<file path="src/rtl/sconv_pkg.sv">
package sconv_pkg;

  typedef enum logic [1:0] {
    SLOT_NONE = 2'd0,
    SLOT_PAD  = 2'd1,
    SLOT_CHA  = 2'd2,
    SLOT_CHB  = 2'd3
  } slot_e;

  // Classify a falling-edge number (1-based) within a frame.
  function automatic slot_e slot_of(input int unsigned fe,
                                    input int unsigned pad_w,
                                    input int unsigned res_w);
    int unsigned half;
    int unsigned pos;
    half = pad_w + res_w;
    if (fe == 0 || fe > 2 * half) return SLOT_NONE;
    pos = (fe - 1) % half + 1;
    if (pos <= pad_w) return SLOT_PAD;
    return (fe > half) ? SLOT_CHB : SLOT_CHA;
  endfunction

  // Bit of the held word presented after falling edge fe (MSB first).
  function automatic int unsigned bit_of(input int unsigned fe,
                                         input int unsigned pad_w,
                                         input int unsigned res_w);
    int unsigned half;
    int unsigned pos;
    half = pad_w + res_w;
    if (fe == 0) return 0;
    pos = (fe - 1) % half + 1;
    if (pos <= pad_w) return 0;
    return half - pos;
  endfunction

endpackage

</file>
<file path="src/rtl/sconv_sync.sv">
module sconv_sync #(
  parameter int unsigned W      = 1,
  parameter int unsigned STAGES = 2,
  parameter logic [W-1:0] RST_VAL = '0
) (
  input  logic         clk,
  input  logic         rst_n,
  input  logic [W-1:0] d,
  output logic [W-1:0] q
);
  logic [W-1:0] chain [STAGES];

  always_ff @(posedge clk or negedge rst_n) begin
    if (!rst_n) begin
      for (int i = 0; i < STAGES; i++) chain[i] <= RST_VAL;
    end else begin
      chain[0] <= d;
      for (int i = 1; i < STAGES; i++) chain[i] <= chain[i-1];
    end
  end

  assign q = chain[STAGES-1];
endmodule

</file>
<file path="src/rtl/sconv_edges.sv">
module sconv_edges (
  input  logic clk,
  input  logic rst_n,
  input  logic csn_s,
  input  logic sck_s,
  output logic cs_fall,
  output logic cs_rise,
  output logic sck_fall,
  output logic sck_rise
);
  logic csn_d;
  logic sck_d;

  always_ff @(posedge clk or negedge rst_n) begin
    if (!rst_n) begin
      csn_d <= 1'b1;
      sck_d <= 1'b0;
    end else begin
      csn_d <= csn_s;
      sck_d <= sck_s;
    end
  end

  assign cs_fall  =  csn_d && !csn_s;
  assign cs_rise  = !csn_d &&  csn_s;
  assign sck_fall =  sck_d && !sck_s;
  assign sck_rise = !sck_d &&  sck_s;
endmodule

</file>
<file path="src/rtl/sconv_frame_ctr.sv">
module sconv_frame_ctr #(
  parameter int unsigned PAD_BITS = 4,
  parameter int unsigned RES_BITS = 12,
  localparam int unsigned FRAME   = 2 * (PAD_BITS + RES_BITS),
  localparam int unsigned CW      = $clog2(FRAME + 1)
) (
  input  logic          clk,
  input  logic          rst_n,
  input  logic          csn_s,
  input  logic          sck_s,
  input  logic          cs_fall,
  input  logic          sck_fall,
  input  logic          sck_rise,
  output logic [CW-1:0] fcnt,
  output logic          in_frame,
  output logic          hold_stb,
  output logic          acquire,
  output logic          convert,
  output logic          powerdown
);
  localparam int unsigned HOLD_EDGE = PAD_BITS;

  logic tail;  // last bit sampled, waiting for the next frame

  always_ff @(posedge clk or negedge rst_n) begin
    if (!rst_n) begin
      fcnt     <= '0;
      in_frame <= 1'b0;
      tail     <= 1'b0;
    end else if (csn_s) begin
      fcnt     <= '0;
      in_frame <= 1'b0;
      tail     <= 1'b0;
    end else if (cs_fall) begin
      in_frame <= 1'b1;
      tail     <= 1'b0;
      fcnt     <= sck_s ? '0 : CW'(1);
    end else if (in_frame) begin
      if (sck_fall) begin
        fcnt <= (fcnt == CW'(FRAME)) ? CW'(1) : fcnt + CW'(1);
        tail <= 1'b0;
      end else if (sck_rise && fcnt == CW'(FRAME)) begin
        tail <= 1'b1;
      end
    end
  end

  assign hold_stb  = in_frame && !csn_s && !cs_fall && sck_fall &&
                     (fcnt == CW'(HOLD_EDGE - 1));
  assign acquire   = in_frame && (fcnt != '0) && (fcnt < CW'(HOLD_EDGE));
  assign convert   = in_frame && (fcnt >= CW'(HOLD_EDGE)) && !tail;
  assign powerdown = !in_frame || tail;

  AST_CSLOW_FIRST: assert property (@(posedge clk) disable iff (!rst_n)
    (cs_fall && !sck_s) |=> (fcnt == CW'(1)));
  AST_CSHIGH_WAIT: assert property (@(posedge clk) disable iff (!rst_n)
    (cs_fall && sck_s) |=> (fcnt == '0 && !acquire && !convert));
  AST_FRAME_WRAP: assert property (@(posedge clk) disable iff (!rst_n)
    (in_frame && !csn_s && !cs_fall && sck_fall && fcnt == CW'(FRAME))
      |=> (fcnt == CW'(1) && acquire));
  AST_DESELECT_DOWN: assert property (@(posedge clk) disable iff (!rst_n)
    csn_s |=> powerdown);
endmodule

</file>
<file path="src/rtl/sconv_hold_shift.sv">
module sconv_hold_shift
  import sconv_pkg::*;
#(
  parameter int unsigned PAD_BITS = 4,
  parameter int unsigned RES_BITS = 12,
  localparam int unsigned FRAME   = 2 * (PAD_BITS + RES_BITS),
  localparam int unsigned CW      = $clog2(FRAME + 1),
  localparam int unsigned IW      = (RES_BITS > 1) ? $clog2(RES_BITS) : 1
) (
  input  logic                clk,
  input  logic                rst_n,
  input  logic                hold_stb,
  input  logic                in_frame,
  input  logic [CW-1:0]       fcnt,
  input  logic [RES_BITS-1:0] chan_a,
  input  logic [RES_BITS-1:0] chan_b,
  output logic                sdo
);
  logic [RES_BITS-1:0] hold_a;
  logic [RES_BITS-1:0] hold_b;
  slot_e               slot;
  logic [IW-1:0]       idx;

  always_ff @(posedge clk or negedge rst_n) begin
    if (!rst_n) begin
      hold_a <= '0;
      hold_b <= '0;
    end else if (hold_stb) begin
      hold_a <= chan_a;
      hold_b <= chan_b;
    end
  end

  always_comb begin
    slot = slot_of(32'(fcnt), PAD_BITS, RES_BITS);
    idx  = IW'(bit_of(32'(fcnt), PAD_BITS, RES_BITS));
    sdo  = 1'b0;
    if (in_frame) begin
      case (slot)
        SLOT_CHA: sdo = hold_a[idx];
        SLOT_CHB: sdo = hold_b[idx];
        default:  sdo = 1'b0;
      endcase
    end
  end
endmodule

</file>
<file path="src/rtl/sconv_seq.sv">
module sconv_seq #(
  parameter int unsigned PAD_BITS    = 4,
  parameter int unsigned RES_BITS    = 12,
  parameter int unsigned SYNC_STAGES = 2,
  localparam int unsigned FRAME      = 2 * (PAD_BITS + RES_BITS),
  localparam int unsigned CW         = $clog2(FRAME + 1)
) (
  input  logic                clk,
  input  logic                rst_n,
  input  logic                sel_n_i,
  input  logic                ser_clk_i,
  input  logic [RES_BITS-1:0] chan_a_i,
  input  logic [RES_BITS-1:0] chan_b_i,
  output logic                sdo_o,
  output logic                sdo_oe_o,
  output logic                acquire_o,
  output logic                convert_o,
  output logic                powerdown_o
);
  logic [1:0]    ser_s;
  logic          csn_s;
  logic          sck_s;
  logic          cs_fall;
  logic          cs_rise;
  logic          sck_fall;
  logic          sck_rise;
  logic [CW-1:0] fcnt;
  logic          in_frame;
  logic          hold_stb;
  logic          sdo_raw;

  sconv_sync #(.W(2), .STAGES(SYNC_STAGES), .RST_VAL(2'b10)) u_sync (
    .clk   (clk),
    .rst_n (rst_n),
    .d     ({sel_n_i, ser_clk_i}),
    .q     (ser_s)
  );
  assign csn_s = ser_s[1];
  assign sck_s = ser_s[0];

  sconv_edges u_edges (
    .clk      (clk),
    .rst_n    (rst_n),
    .csn_s    (csn_s),
    .sck_s    (sck_s),
    .cs_fall  (cs_fall),
    .cs_rise  (cs_rise),
    .sck_fall (sck_fall),
    .sck_rise (sck_rise)
  );

  sconv_frame_ctr #(.PAD_BITS(PAD_BITS), .RES_BITS(RES_BITS)) u_ctr (
    .clk       (clk),
    .rst_n     (rst_n),
    .csn_s     (csn_s),
    .sck_s     (sck_s),
    .cs_fall   (cs_fall),
    .sck_fall  (sck_fall),
    .sck_rise  (sck_rise),
    .fcnt      (fcnt),
    .in_frame  (in_frame),
    .hold_stb  (hold_stb),
    .acquire   (acquire_o),
    .convert   (convert_o),
    .powerdown (powerdown_o)
  );

  sconv_hold_shift #(.PAD_BITS(PAD_BITS), .RES_BITS(RES_BITS)) u_shift (
    .clk      (clk),
    .rst_n    (rst_n),
    .hold_stb (hold_stb),
    .in_frame (in_frame),
    .fcnt     (fcnt),
    .chan_a   (chan_a_i),
    .chan_b   (chan_b_i),
    .sdo      (sdo_raw)
  );

  assign sdo_oe_o = in_frame;
  assign sdo_o    = sdo_raw;

  AST_DESELECT_TRISTATE: assert property (@(posedge clk) disable iff (!rst_n)
    cs_rise |=> (!sdo_oe_o && !sdo_o));
  AST_PAD_LOW: assert property (@(posedge clk) disable iff (!rst_n)
    (sdo_oe_o && fcnt != '0 && fcnt <= CW'(PAD_BITS)) |-> !sdo_o);
  AST_HOLD_THEN_CONVERT: assert property (@(posedge clk) disable iff (!rst_n)
    hold_stb |=> (convert_o && !acquire_o));
  AST_FRESH_START: assert property (@(posedge clk) disable iff (!rst_n)
    cs_fall |=> (fcnt <= CW'(1) && sdo_oe_o));
  AST_STATUS_EXCL: assert property (@(posedge clk) disable iff (!rst_n)
    $onehot0({acquire_o, convert_o, powerdown_o}));
endmodule

</file>
<file path="config.mk">
export PLATFORM = sky130hd
export DESIGN_NAME = sconv_seq
export DESIGN_NICKNAME = d
export VERILOG_FILES = /design/src/rtl/sconv_pkg.sv /design/src/rtl/sconv_sync.sv /design/src/rtl/sconv_edges.sv /design/src/rtl/sconv_frame_ctr.sv /design/src/rtl/sconv_hold_shift.sv /design/src/rtl/sconv_seq.sv
export SDC_FILE = /design/constraint.sdc
export NUM_CORES = 1
export LEC_CHECK = 0
export BUFFER_PORTS_ARGS = -buffer_cell sky130_fd_sc_hd__buf_2
export CORE_MARGIN = 5
export CORE_UTILIZATION = 60
export CTS_CLUSTER_DIAMETER = 50
export DETAILED_ROUTE_END_ITERATION = 8
export PLACE_DENSITY_LB_ADDON = 0.08
export SYNTH_ARGS = -nofsm -noshare
export SYNTH_HDL_FRONTEND = slang
export SYNTH_SLANG_ARGS = --single-unit
</file>
<file path="constraint.sdc">
create_clock -name clk -period 9.3 [get_ports clk]
set_input_delay 1.86 -clock clk [delete_from_list [all_inputs] [get_ports clk]]
set_output_delay 1.86 -clock clk [all_outputs]
set_load 0.03 [all_outputs]
</file>
Word-level counts from Yosys, hierarchy flattened. Cells that the tools add are included.

Register bits after elaboration: 38. Output and inout port bits: 5. Logic and storage cells: 82.

Add/sub/neg operators: 4. Magnitude comparators: 6. Eq/ne operators: 4. Mux-type cells: 31. Reductions and logical operators: 28.

Operators by type and width (number): $mux 6 (5); $mux 1 (17); $logic_and 1x1->1 (12); $bmux 1 s4 (2); $mux 2 (4); $mux 4 (2); $add 6x1->6 const B (1); $eq 6x2->1 const B (1); $eq 6x6->1 const B (1); $ge 6x3->1 const B (1); $gt 6x5->1 const B (1); $gt 6x6->1 const B (1); $logic_not 1->1 (6); $logic_not 6->1 (1); $lt 6x3->1 const B (1); $reduce_bool 3->1 (2); $reduce_bool 6->1 (1); $add 4x1->5 const B (1); $le 5x3->1 const B (1); $lt 4x5->1 const B (1); $eq 2x2->1 const B (2); $reduce_and 2->1 (2); $reduce_bool 4->1 (1); $sub 1x4->4 const A (1); other kinds (4) (5).

Longest topological paths before layout. Gate-level depths: netlist of run 1.

Word-level depth: 11. Depth in mapped cells: 11. Mapped depth without buffers: 9.

Hierarchy. From an unflattened synthesis of run 1, not the netlist that was laid out.

Cells, all modules: 173. Area, all modules: 2073.2 µm².

Modules (own cells, without submodules): sconv_hold_shift (times used 1, cells an instance 110, area each 1376.3 µm², seq. area each 600.6 µm²); sconv_frame_ctr (times used 1, cells an instance 51, area each 493.0 µm², seq. area each 200.2 µm²); sconv_sync (times used 1, cells an instance 6, area each 117.6 µm², seq. area each 102.6 µm²); sconv_edges (times used 1, cells an instance 6, area each 86.3 µm², seq. area each 51.3 µm²).

Worst setup path before layout of run 1. No wires, ideal clock.

Path type: reg-to-output. From: reg u_ctr.fcnt[0]. To: out sdo_o. Arrival time: 2990 ps. Setup slack: 4450 ps. Cell stages (with the launch flop): 12. Buffers on the path: 2. Cells stage by stage: dfrtp_1 clkbuf_1 inv_1 ha_1 clkbuf_1 o41ai_1 a2111oi_2 a211oi_4 mux2_1 nand2_1 o211ai_1 o22ai_2.

Word-level cells in the longest chain between the ends: 11. Elaborated cells between the ends (all ways): 27. Those cells by class: 3 x add/sub; 3 x order compare; 2 x eq/ne; 17 x mux; 2 x reduce/logical.

RTL lines: from (decl) (line sconv_frame_ctr.sv:14) `output logic [CW-1:0] fcnt,`; from (signal assigned) (line sconv_frame_ctr.sv:37) `fcnt <= sck_s ? '0 : CW'(1);`; from (signal assigned) (line sconv_frame_ctr.sv:40) `fcnt <= (fcnt == CW'(FRAME)) ? CW'(1) : fcnt + CW'(1);`; $sub 4x1->4 (line sconv_pkg.sv:18, sconv_pkg.sv:31); $add 4x1->5 (line sconv_pkg.sv:18, sconv_pkg.sv:31); $le 5x3->1 (line sconv_pkg.sv:19) `if (pos <= pad_w) return SLOT_PAD;`; $mux 1 (line sconv_pkg.sv:19); $mux 1 (line sconv_pkg.sv:31) `pos = (fe - 1) % half + 1;`; $mux 4 (line sconv_pkg.sv:33) `return half - pos;`; $mux 4 (line sconv_pkg.sv:31); $bmux 1 s4 (on tied branches) (line sconv_hold_shift.sv:41, sconv_hold_shift.sv:40); $mux 1 (on tied branches) (line sconv_hold_shift.sv:41, sconv_hold_shift.sv:40); $pmux 1 s2 * (line sconv_hold_shift.sv:39) `case (slot)`; $mux 1 * (line sconv_hold_shift.sv:38) `if (in_frame) begin`; to (decl) (line sconv_seq.sv:14) `output logic sdo_o,`.

Mark *: on every way between the ends. The rest lies on a longest branch, timed or not. The select of a mux whose other input is x is not followed.

Worst setup path in the final report of run 1. Same ends and word-level chain as after synthesis.

==> results by group, run 1 <==
Clock network
  • Clock transition time at the flip-flop clock pins of the worst setup and hold paths: 130 ps
  • Number of buffers inserted for hold repair after clock tree synthesis: 0
  • H-tree levels: 2
  • Number of clock sinks: 38
  • Cell at the root of the clock tree: sky130_fd_sc_hd__clkbuf_4
  • Number of buffers created by CTS: 5
  • Worst skew pair latency: 350 ps
  • TritonCTS clock tree: built
  • Buffer count from post-CTS setup fixing: 0
  • Clk buf depth: 2
  • CTS-repair resized insts: 0

Synthesis
  • Largest area contributor in the netlist: sky130_fd_sc_hd__dfrtp_1
  • Post-Synthesis Net Count: 226
  • Number of enable-type register cells in the synthesized netlist: 0
  • Number of unique standard cell types used by synthesis: 45
  • Mean cell area of the mapped netlist: 11.0 um^2
  • Asr flop ratio synth: 100%
  • Leading register cell type out of synthesis: sky130_fd_sc_hd__dfrtp_1
  • Portion of synthesized cell area occupied by the leading cell type: 40.7%
  • Warnings, synthesis: 0
  • Post-synthesis instance total: 195
  • Leading cell types by total area after synthesis: sky130_fd_sc_hd__dfrtp_1 41%, sky130_fd_sc_hd__mux2_2 13%, sky130_fd_sc_hd__mux2i_1 7.4%, sky130_fd_sc_hd__dfstp_2 3.7%, sky130_fd_sc_hd__o21ai_0 2.6%
  • Post-synth design cell area: 2150 um^2
  • Number of register bits inferred by synthesis: 38
  • Share of the yosys chip area belonging to registers: 44.4%

Timing
  • Final setup slack of the worst path: 3800 ps
  • Final slew viol count: 0
  • Unrepaired setup endpoints after global routing: false
  • Post-Route Hold Slack: 364 ps
  • Highest Clock Rate: 0.182 GHz
  • Final critical-path required period: 5500 ps
  • Number of endpoints failing setup at the final stage: 0
  • Tcrit/Tclk final: 59.2%
  • Sum of negative setup slack: 0 ps
  • Hold Vio Cnt, Final: 0
  • Worst Max-Slew Pin Slew: 1240 ps
  • Max-Slew Margin vs Limit: 17.1%
  • Setup Skew: 14.1 ps

Final layout
  • Area used by sequential logic in the layout: 955 um^2
  • Non-filler instance count after layout: 268
  • Final Net Count: 252
  • Area of combinational cells with multiple inputs: 1100 um^2
  • Final non-filler cell area: 2380 um^2
  • Proportion of layout cells with a drive suffix above 1: 33.8%
  • Fill cell count: 274
  • Utilization of the core after routing: 69.7%
  • Final antenna diode count: 0
  • Area Growth Syn to Fin: 10.6%

Run status
  • Outcome: finished clean

Worst setup path
  • Kind of capture point of the worst setup path: output pin
  • Maximum single-stage delay on the critical path: 920 ps
  • Slowest CP cell: sky130_fd_sc_hd__o21ai_1
  • Cells along the critical path: inv_1, ha_1, nor2b_1, o21ai_1, mux4_1, o211ai_1, o22ai_2, buf_2
  • Worst-path maximum fanout: 15
  • Worst Path Class, Setup: reg2out
  • Startpoint of the lowest-slack register-to-register path: u_ctr.fcnt[2]
  • Depth of the worst register-to-register path: 3
  • Crit path launch type: flip-flop
  • R2R Setup Slk: 6220 ps
  • Required time of the worst setup path: 7440 ps
  • FF-to-FF End: u_shift.hold_b[3]
  • Data arrival time of the critical path: 3640 ps

Min path
  • Hold worst-path end: u_sync.q[0]
  • Number of instances on the worst hold path: 0
  • Hold WC Path Type: reg2reg
  • Beginning of the worst hold path: u_sync.chain[2]

Detailed routing
  • Detailed-route via count: 1585
  • Total detailed-routing wirelength: 4340 um
  • DRC violation total after the first TritonRoute iteration: 153
  • Count of antenna-violating nets left after detailed routing: 0
  • Vias per cell: 5.91
  • Post-route DRC violation count: 0
  • Per-cell routed wire length: 16.2 um
  • Number of detailed-route iterations in the first pass: 4

Pwr
  • Leak pwr: 1.09 nW
  • Total net switching power: 0.0821 mW
  • Internal Power: 0.247 mW
  • Clock share of power: 34.5%
  • Peak supply drop: 0.114 mV
  • Total power density per cell area: 138 nW/um^2
  • Net switching fraction of the power: 25.0%
  • Power, Total: 0.329 mW
  • Sequential group share of total power: 54.4%
  • Logic pwr share: 11.1%

Global routing
  • Maximum number of pins on one net before global-route repair: 39
  • Aggregate global routing overflow: 0
  • All-Layer GR Usage: 19.2%
  • Via count of the first global-routing pass: 1574
  • Number of antenna violations at the first check in global routing: 0
  • Global-route wire length before repair: 7590 um

Placed design
  • Number of cells in the design after placement: 260
  • Count of input and output buffers: 32
  • Placed wire-length estimate: 3230 um
  • Final weighted congestion in routability-driven placement: 0.887
  • Post-detailed-placement cell area: 2300 um^2
  • Placement Setup Slack: 4190 ps

Die
  • Die Width: 69.9 um
  • Die outline area: 4880 um^2
  • Die extent in y: 69.9 um
  • IO Count: 33
  • Initial Util: 63.0%
  • Cell Rows: 21
  • Area of the core: 3420 um^2

Run
  • # Max-Cap Violations: 0
## sequential cells by signal, summed over array words and instances, names as in the netlist
| register | cells |
|---|---|
| u_shift.hold_a | 12 |
| u_shift.hold_b | 12 |
| u_ctr.fcnt | 6 |
| u_sync.chain | 2 |
| u_sync.q | 2 |
| u_ctr.in_frame | 1 |
| u_ctr.tail | 1 |
| u_edges.csn_d | 1 |
| u_edges.sck_d | 1 |
## layout by cell type, fill, tap and decap left out, types with 2 or more instances in the layout
master	instances
sky130_fd_sc_hd__a21oi_1	6
sky130_fd_sc_hd__dfstp_2	3
sky130_fd_sc_hd__mux2_2	25
sky130_fd_sc_hd__a31oi_1	4
sky130_fd_sc_hd__nand4_1	3
sky130_fd_sc_hd__or2_2	2
sky130_fd_sc_hd__nor2_1	13
sky130_fd_sc_hd__nor3b_1	3
sky130_fd_sc_hd__nand3_1	2
sky130_fd_sc_hd__and3_1	2
sky130_fd_sc_hd__clkinvlp_4	2
sky130_fd_sc_hd__inv_1	6
sky130_fd_sc_hd__nor4_1	3
sky130_fd_sc_hd__o21ai_0	10
sky130_fd_sc_hd__dfrtp_1	35
sky130_fd_sc_hd__mux2i_1	16
sky130_fd_sc_hd__buf_2	32
sky130_fd_sc_hd__o2111ai_1	2
sky130_fd_sc_hd__nand2_1	11
sky130_fd_sc_hd__ha_1	3
sky130_fd_sc_hd__nor4b_1	3
sky130_fd_sc_hd__nor2b_1	3
sky130_fd_sc_hd__nor3_1	5
sky130_fd_sc_hd__clkbuf_4	5
## worst max-delay path by stage
stage                        from  endpoint  slack, ps
global route        u_ctr.fcnt[0]     sdo_o       3520
CTS                 u_ctr.fcnt[0]     sdo_o       3780
detailed placement  u_ctr.fcnt[0]     sdo_o       4190
floorplan           u_ctr.fcnt[0]     sdo_o       4450
global placement    u_ctr.fcnt[0]     sdo_o       4300
finish              u_ctr.fcnt[0]     sdo_o       3800
## kinds of logic (layout without fill, tap and decap cells)
group	after synthesis	after routing	synth area share, %
compound gates	34	34	11.7
fa+ha+maj	3	3	1.75
mux	43	43	22.3
buf+inv	19	46	4.36
flops	38	38	44.4
xor+xnor	2	2	0.815
simple gates	56	56	14.7
## power groups by stage
stage          Sequential (mW)  Clock (mW)  Combinational [mW]
2_1_floorplan            0.180           0              0.0233
3_3_place_gp             0.181           0              0.0354
3_5_place_dp             0.182           0              0.0370
4_1_cts                  0.179       0.117              0.0372
5_1_grt                  0.180       0.127              0.0409
6_report                 0.179       0.113              0.0365
## per-layer routing
| metal | up-vias | GRT usage, % | wire length [um] | share of wire (%) |
|---|---|---|---|---|
| met3 | 6 | 5.02 | 227 | 5.2 |
| li1 | 761 | - | - | - |
| met5 | - | 0 | 0 | 0 |
| met2 | 43 | 29.9 | 2060 | 47 |
| met1 | 775 | 26.8 | 2000 | 46 |
| met4 | 0 | 4.89 | 48 | 1.1 |
## synth_stat cells, types with 2 or more instances
cell / instances
sky130_fd_sc_hd__nor3_1: 5
sky130_fd_sc_hd__o2111ai_1: 2
sky130_fd_sc_hd__dfrtp_1: 35
sky130_fd_sc_hd__dfstp_2: 3
sky130_fd_sc_hd__nand2_1: 11
sky130_fd_sc_hd__a31oi_1: 4
sky130_fd_sc_hd__nor2b_1: 3
sky130_fd_sc_hd__clkbuf_1: 5
sky130_fd_sc_hd__mux2i_1: 16
sky130_fd_sc_hd__nor4b_1: 3
sky130_fd_sc_hd__mux2_2: 25
sky130_fd_sc_hd__ha_1: 3
sky130_fd_sc_hd__nor4_1: 3
sky130_fd_sc_hd__nand4_1: 3
sky130_fd_sc_hd__nand3_1: 2
sky130_fd_sc_hd__nor2_1: 13
sky130_fd_sc_hd__o21ai_0: 11
sky130_fd_sc_hd__buf_2: 6
sky130_fd_sc_hd__buf_6: 2
sky130_fd_sc_hd__inv_1: 6
sky130_fd_sc_hd__nor3b_1: 3
sky130_fd_sc_hd__and3_1: 2
sky130_fd_sc_hd__a21oi_1: 6
sky130_fd_sc_hd__or2_2: 2
## worst max-delay path: cells and delay by family (launching register included)
| kind | cells | cell delay (ps) |
|---|---|---|
| buffers and inverters | 2 | 420 |
| multiplexers | 1 | 670 |
| flip-flops | 1 | 550 |
| adder cells (fa/ha/maj) | 1 | 310 |
| AO/OA/AOI/OAI | 3 | 1230 |
| AND/OR/NAND/NOR | 1 | 100 |
## cell type report
cell class	instances	area share, %
multi-input combinational	138	46.3
sequential	38	40.1
timing repair buffer	32	6.73
tap	46	2.42
clock inverter	3	1.89
clock buffer	5	1.58
inverter	6	0.946
Note: power is estimated with default switching activity, not from simulation.
==> run 2, diff against run 1 <==
--- a/config.mk
+++ b/config.mk
@@ -7,7 +7,7 @@
 export LEC_CHECK = 0
 export BUFFER_PORTS_ARGS = -buffer_cell sky130_fd_sc_hd__buf_2
 export CORE_MARGIN = 5
-export CORE_UTILIZATION = 60
+export CORE_UTILIZATION = 56
 export CTS_CLUSTER_DIAMETER = 50
 export DETAILED_ROUTE_END_ITERATION = 8
 export PLACE_DENSITY_LB_ADDON = 0.08
==> constraint.sdc (replaced) <==
create_clock -name clk -period 5.2 [get_ports clk]
set_input_delay 1.04 -clock clk [delete_from_list [all_inputs] [get_ports clk]]
set_output_delay 1.04 -clock clk [all_outputs]
set_load 0.03 [all_outputs]
==> run 2 against run 1 <==
  * Critical path depth up 2
  * Critical path type unchanged
  * Die area increased by 6.1%
  * Combinational power increased by 78%
  * Clock skew decreased by 11 ps
  * Largest cell class unchanged
  * Flip-flop and latch count unchanged
  * Clock-buffer cell count up 1
  * Core utilization is 2.8 points lower
  * Final cell count up 1.5%
  * Via count rose by 4.9%
==> results by group, run 2 (synthesis gave the netlist of run 1 again) <==
Worst setup path
  • Kind of capture point of the worst setup path: output pin
  • Worst Path Class, Setup: reg2out
  • Destination of the critical timing path: sdo_o
  • FF-to-FF End: u_shift.hold_a[8]
  • R2R Setup Slk: 2670 ps (-3550 ps)
  • Data arrival time of the critical path: 3550 ps (-90 ps)
  • Crit path launch type: flip-flop
  • Required time of the worst setup path: 4160 ps (-3280 ps)
  • Worst setup path start: u_ctr.fcnt[0]
  • Startpoint of the lowest-slack register-to-register path: u_ctr.fcnt[2]
  • Worst-path maximum fanout: 15 (unchanged)
  • Depth of the worst register-to-register path: 4 (+1)

Global routing
  • Global-route wire length before repair: 7820 um (+3.0%)
  • Aggregate global routing overflow: 0 (unchanged)
  • Maximum number of pins on one net before global-route repair: 39 (unchanged)
  • Via count of the first global-routing pass: 1605 (+2.0%)
  • Number of antenna violations at the first check in global routing: 0 (unchanged)
  • All-Layer GR Usage: 19.1% (-0.16 points)

Placed design
  • Count of input and output buffers: 32 (unchanged)
  • Final weighted congestion in routability-driven placement: 0.888 (+0.11%)
  • Placed wire-length estimate: 3160 um (-2.0%)

Detailed routing
  • Vias per cell: 6.11 (+3.3%)
  • Routed metal-1 wire length: 1950 um (-2.4%)
  • Per-cell routed wire length: 16.5 um (+1.9%)
  • Total detailed-routing wirelength: 4490 um (+3.5%)
  • DRC violation total after the first TritonRoute iteration: 243 (+59%)
  • Count of antenna-violating nets left after detailed routing: 0 (unchanged)
  • Post-route DRC violation count: 0 (unchanged)
  • Number of detailed-route iterations in the first pass: 4 (unchanged)
  • Met2 Wirelength: 2100 um (+1.8%)
  • Detailed-route via count: 1662 (+4.9%)
  • Wire length on met3: 362 um (+59%)
  • Top Layer Used: met4

Clock network
  • Clk buf depth: 2 (unchanged)
  • CTS-repair resized insts: 0 (unchanged)
  • Cell at the root of the clock tree: sky130_fd_sc_hd__clkbuf_8
  • Worst skew pair latency: 290 ps (-60 ps)
  • Number of buffers inserted for hold repair after clock tree synthesis: 0 (unchanged)
  • Number of buffers created by CTS: 5 (unchanged)
  • H-tree levels: 2 (unchanged)
  • Number of clock sinks: 38 (unchanged)
  • Clock transition time at the flip-flop clock pins of the worst setup and hold paths: 70 ps (-60 ps)
  • TritonCTS clock tree: built
  • Buffer count from post-CTS setup fixing: 0 (unchanged)

Min path
  • Number of instances on the worst hold path: 0 (unchanged)
  • Hold WC Path Type: reg2reg

Final layout
  • Proportion of layout cells with a drive suffix above 1: 34.4% (+0.59 points)
  • Final antenna diode count: 0 (unchanged)
  • Utilization of the core after routing: 66.8% (-2.8 points)
  • Final Net Count: 254 (+0.79%)
  • Area Growth Syn to Fin: 14.6%
  • Area used by sequential logic in the layout: 955 um^2 (unchanged)
  • Fill cell count: 288 (+5.1%)
  • Most common library cell in the layout ignoring fill and taps: sky130_fd_sc_hd__dfrtp_1
  • Top library cells by usage in the layout, fill and taps aside: 35 x sky130_fd_sc_hd__dfrtp_1, 32 x sky130_fd_sc_hd__buf_2, 25 x sky130_fd_sc_hd__mux2_2, 16 x sky130_fd_sc_hd__mux2i_1, 13 x sky130_fd_sc_hd__nor2_1
  • Largest registers: u_shift.hold_a x12, u_shift.hold_b x12, u_ctr.fcnt x6
  • Area of combinational cells with multiple inputs: 1100 um^2 (unchanged)

Pwr
  • Total power density per cell area: 281 nW/um^2 (+100%)
  • Peak supply drop: 0.181 mV (+59%)
  • Leak pwr: 1.13 nW (+4.2%)

Run status
  • Outcome: finished clean

Run
  • # Max-Cap Violations: 0 (unchanged)

Die
  • Die extent in y: 72.0 um (+3.0%)
  • IO Count: 33 (unchanged)
  • Cell Rows: 22 (+4.8%)
  • Initial Util: 58.3% (-4.7 points)
  • Die Width: 72.0 um (+3.0%)
  • Die outline area: 5180 um^2 (+6.1%)
  • Area of the core: 3690 um^2 (+8.0%)

Timing
  • Tcrit/Tclk final: 88.2%
  • Highest Clock Rate: 0.218 GHz
  • Sum of negative setup slack: 0 ps (unchanged)
  • Setup Skew: 3.57 ps (-10.5 ps)
  • Final critical-path required period: 4590 ps
  • Worst Max-Slew Pin Slew: 859 ps (-380 ps)
  • Max-Slew Margin vs Limit: 42.7% (+26 points)
  • Number of endpoints failing setup at the final stage: 0 (unchanged)
  • Final slew viol count: 0 (unchanged)
  • Unrepaired setup endpoints after global routing: false
  • Hold Vio Cnt, Final: 0 (unchanged)
[run 2: metrics by stage]
stage	worst slack, ps	power [mW]	hold slack, ps	cell area, um^2	std cells
6_report	613	0.694	353	2460	272
5_1_grt	360	0.725	367	2460	272
4_1_cts	611	0.701	355	2450	271
3_5_place_dp	970	0.391	338	2310	263
3_3_place_gp	1090	0.388	334	2310	263
2_1_floorplan	1170	0.364	331	2150	195
[run 2: worst min path at each step]
stage	end	startpoint	slack [ps]
after floorplan	u_sync.q[0]	u_sync.chain[2]	330
after global placement	u_sync.q[0]	u_sync.chain[2]	330
after detailed placement	u_sync.q[0]	u_sync.chain[2]	340
after CTS	u_sync.q[0]	u_sync.chain[2]	360
after global routing	u_sync.q[1]	u_sync.chain[3]	370
final	u_sync.q[0]	u_sync.chain[2]	350
[run 2: cell type report]
class / instances / share of cell area (%)
tap: 48 / 2.44
timing repair buffer: 34 / 7.41
sequential: 38 / 38.7
clock inverter: 2 / 2.44
multi-input combinational: 138 / 44.7
inverter: 6 / 0.914
clock buffer: 6 / 3.35
[run 2: per-layer routing]
metal	vias to the layer above	global-route usage (%)
met1	799	26.5
li1	772	-
met3	12	4.43
met2	79	29.5
met5	-	0
met4	0	6.47
[run 2: worst max-delay path: stages, from the launching register on]
cell                        delay (ps)
sky130_fd_sc_hd__dfrtp_1           630
sky130_fd_sc_hd__inv_1             210
sky130_fd_sc_hd__ha_1              460
sky130_fd_sc_hd__o41ai_1           410
sky130_fd_sc_hd__a2111oi_2         160
sky130_fd_sc_hd__a211oi_4          450
sky130_fd_sc_hd__mux2i_1           260
sky130_fd_sc_hd__mux2i_1            90
sky130_fd_sc_hd__mux2_2            280
sky130_fd_sc_hd__o22ai_2            80
sky130_fd_sc_hd__buf_2             210
[run 2: power by group]
| part | switching [mW] | total, mW | internal [mW] | leakage (nW) |
|---|---|---|---|---|
| Clock | 0.104 | 0.308 | 0.205 | 0.0714 |
| Sequential | 0.0108 | 0.320 | 0.309 | 0.456 |
| Combinational | 0.0342 | 0.0651 | 0.0309 | 0.604 |
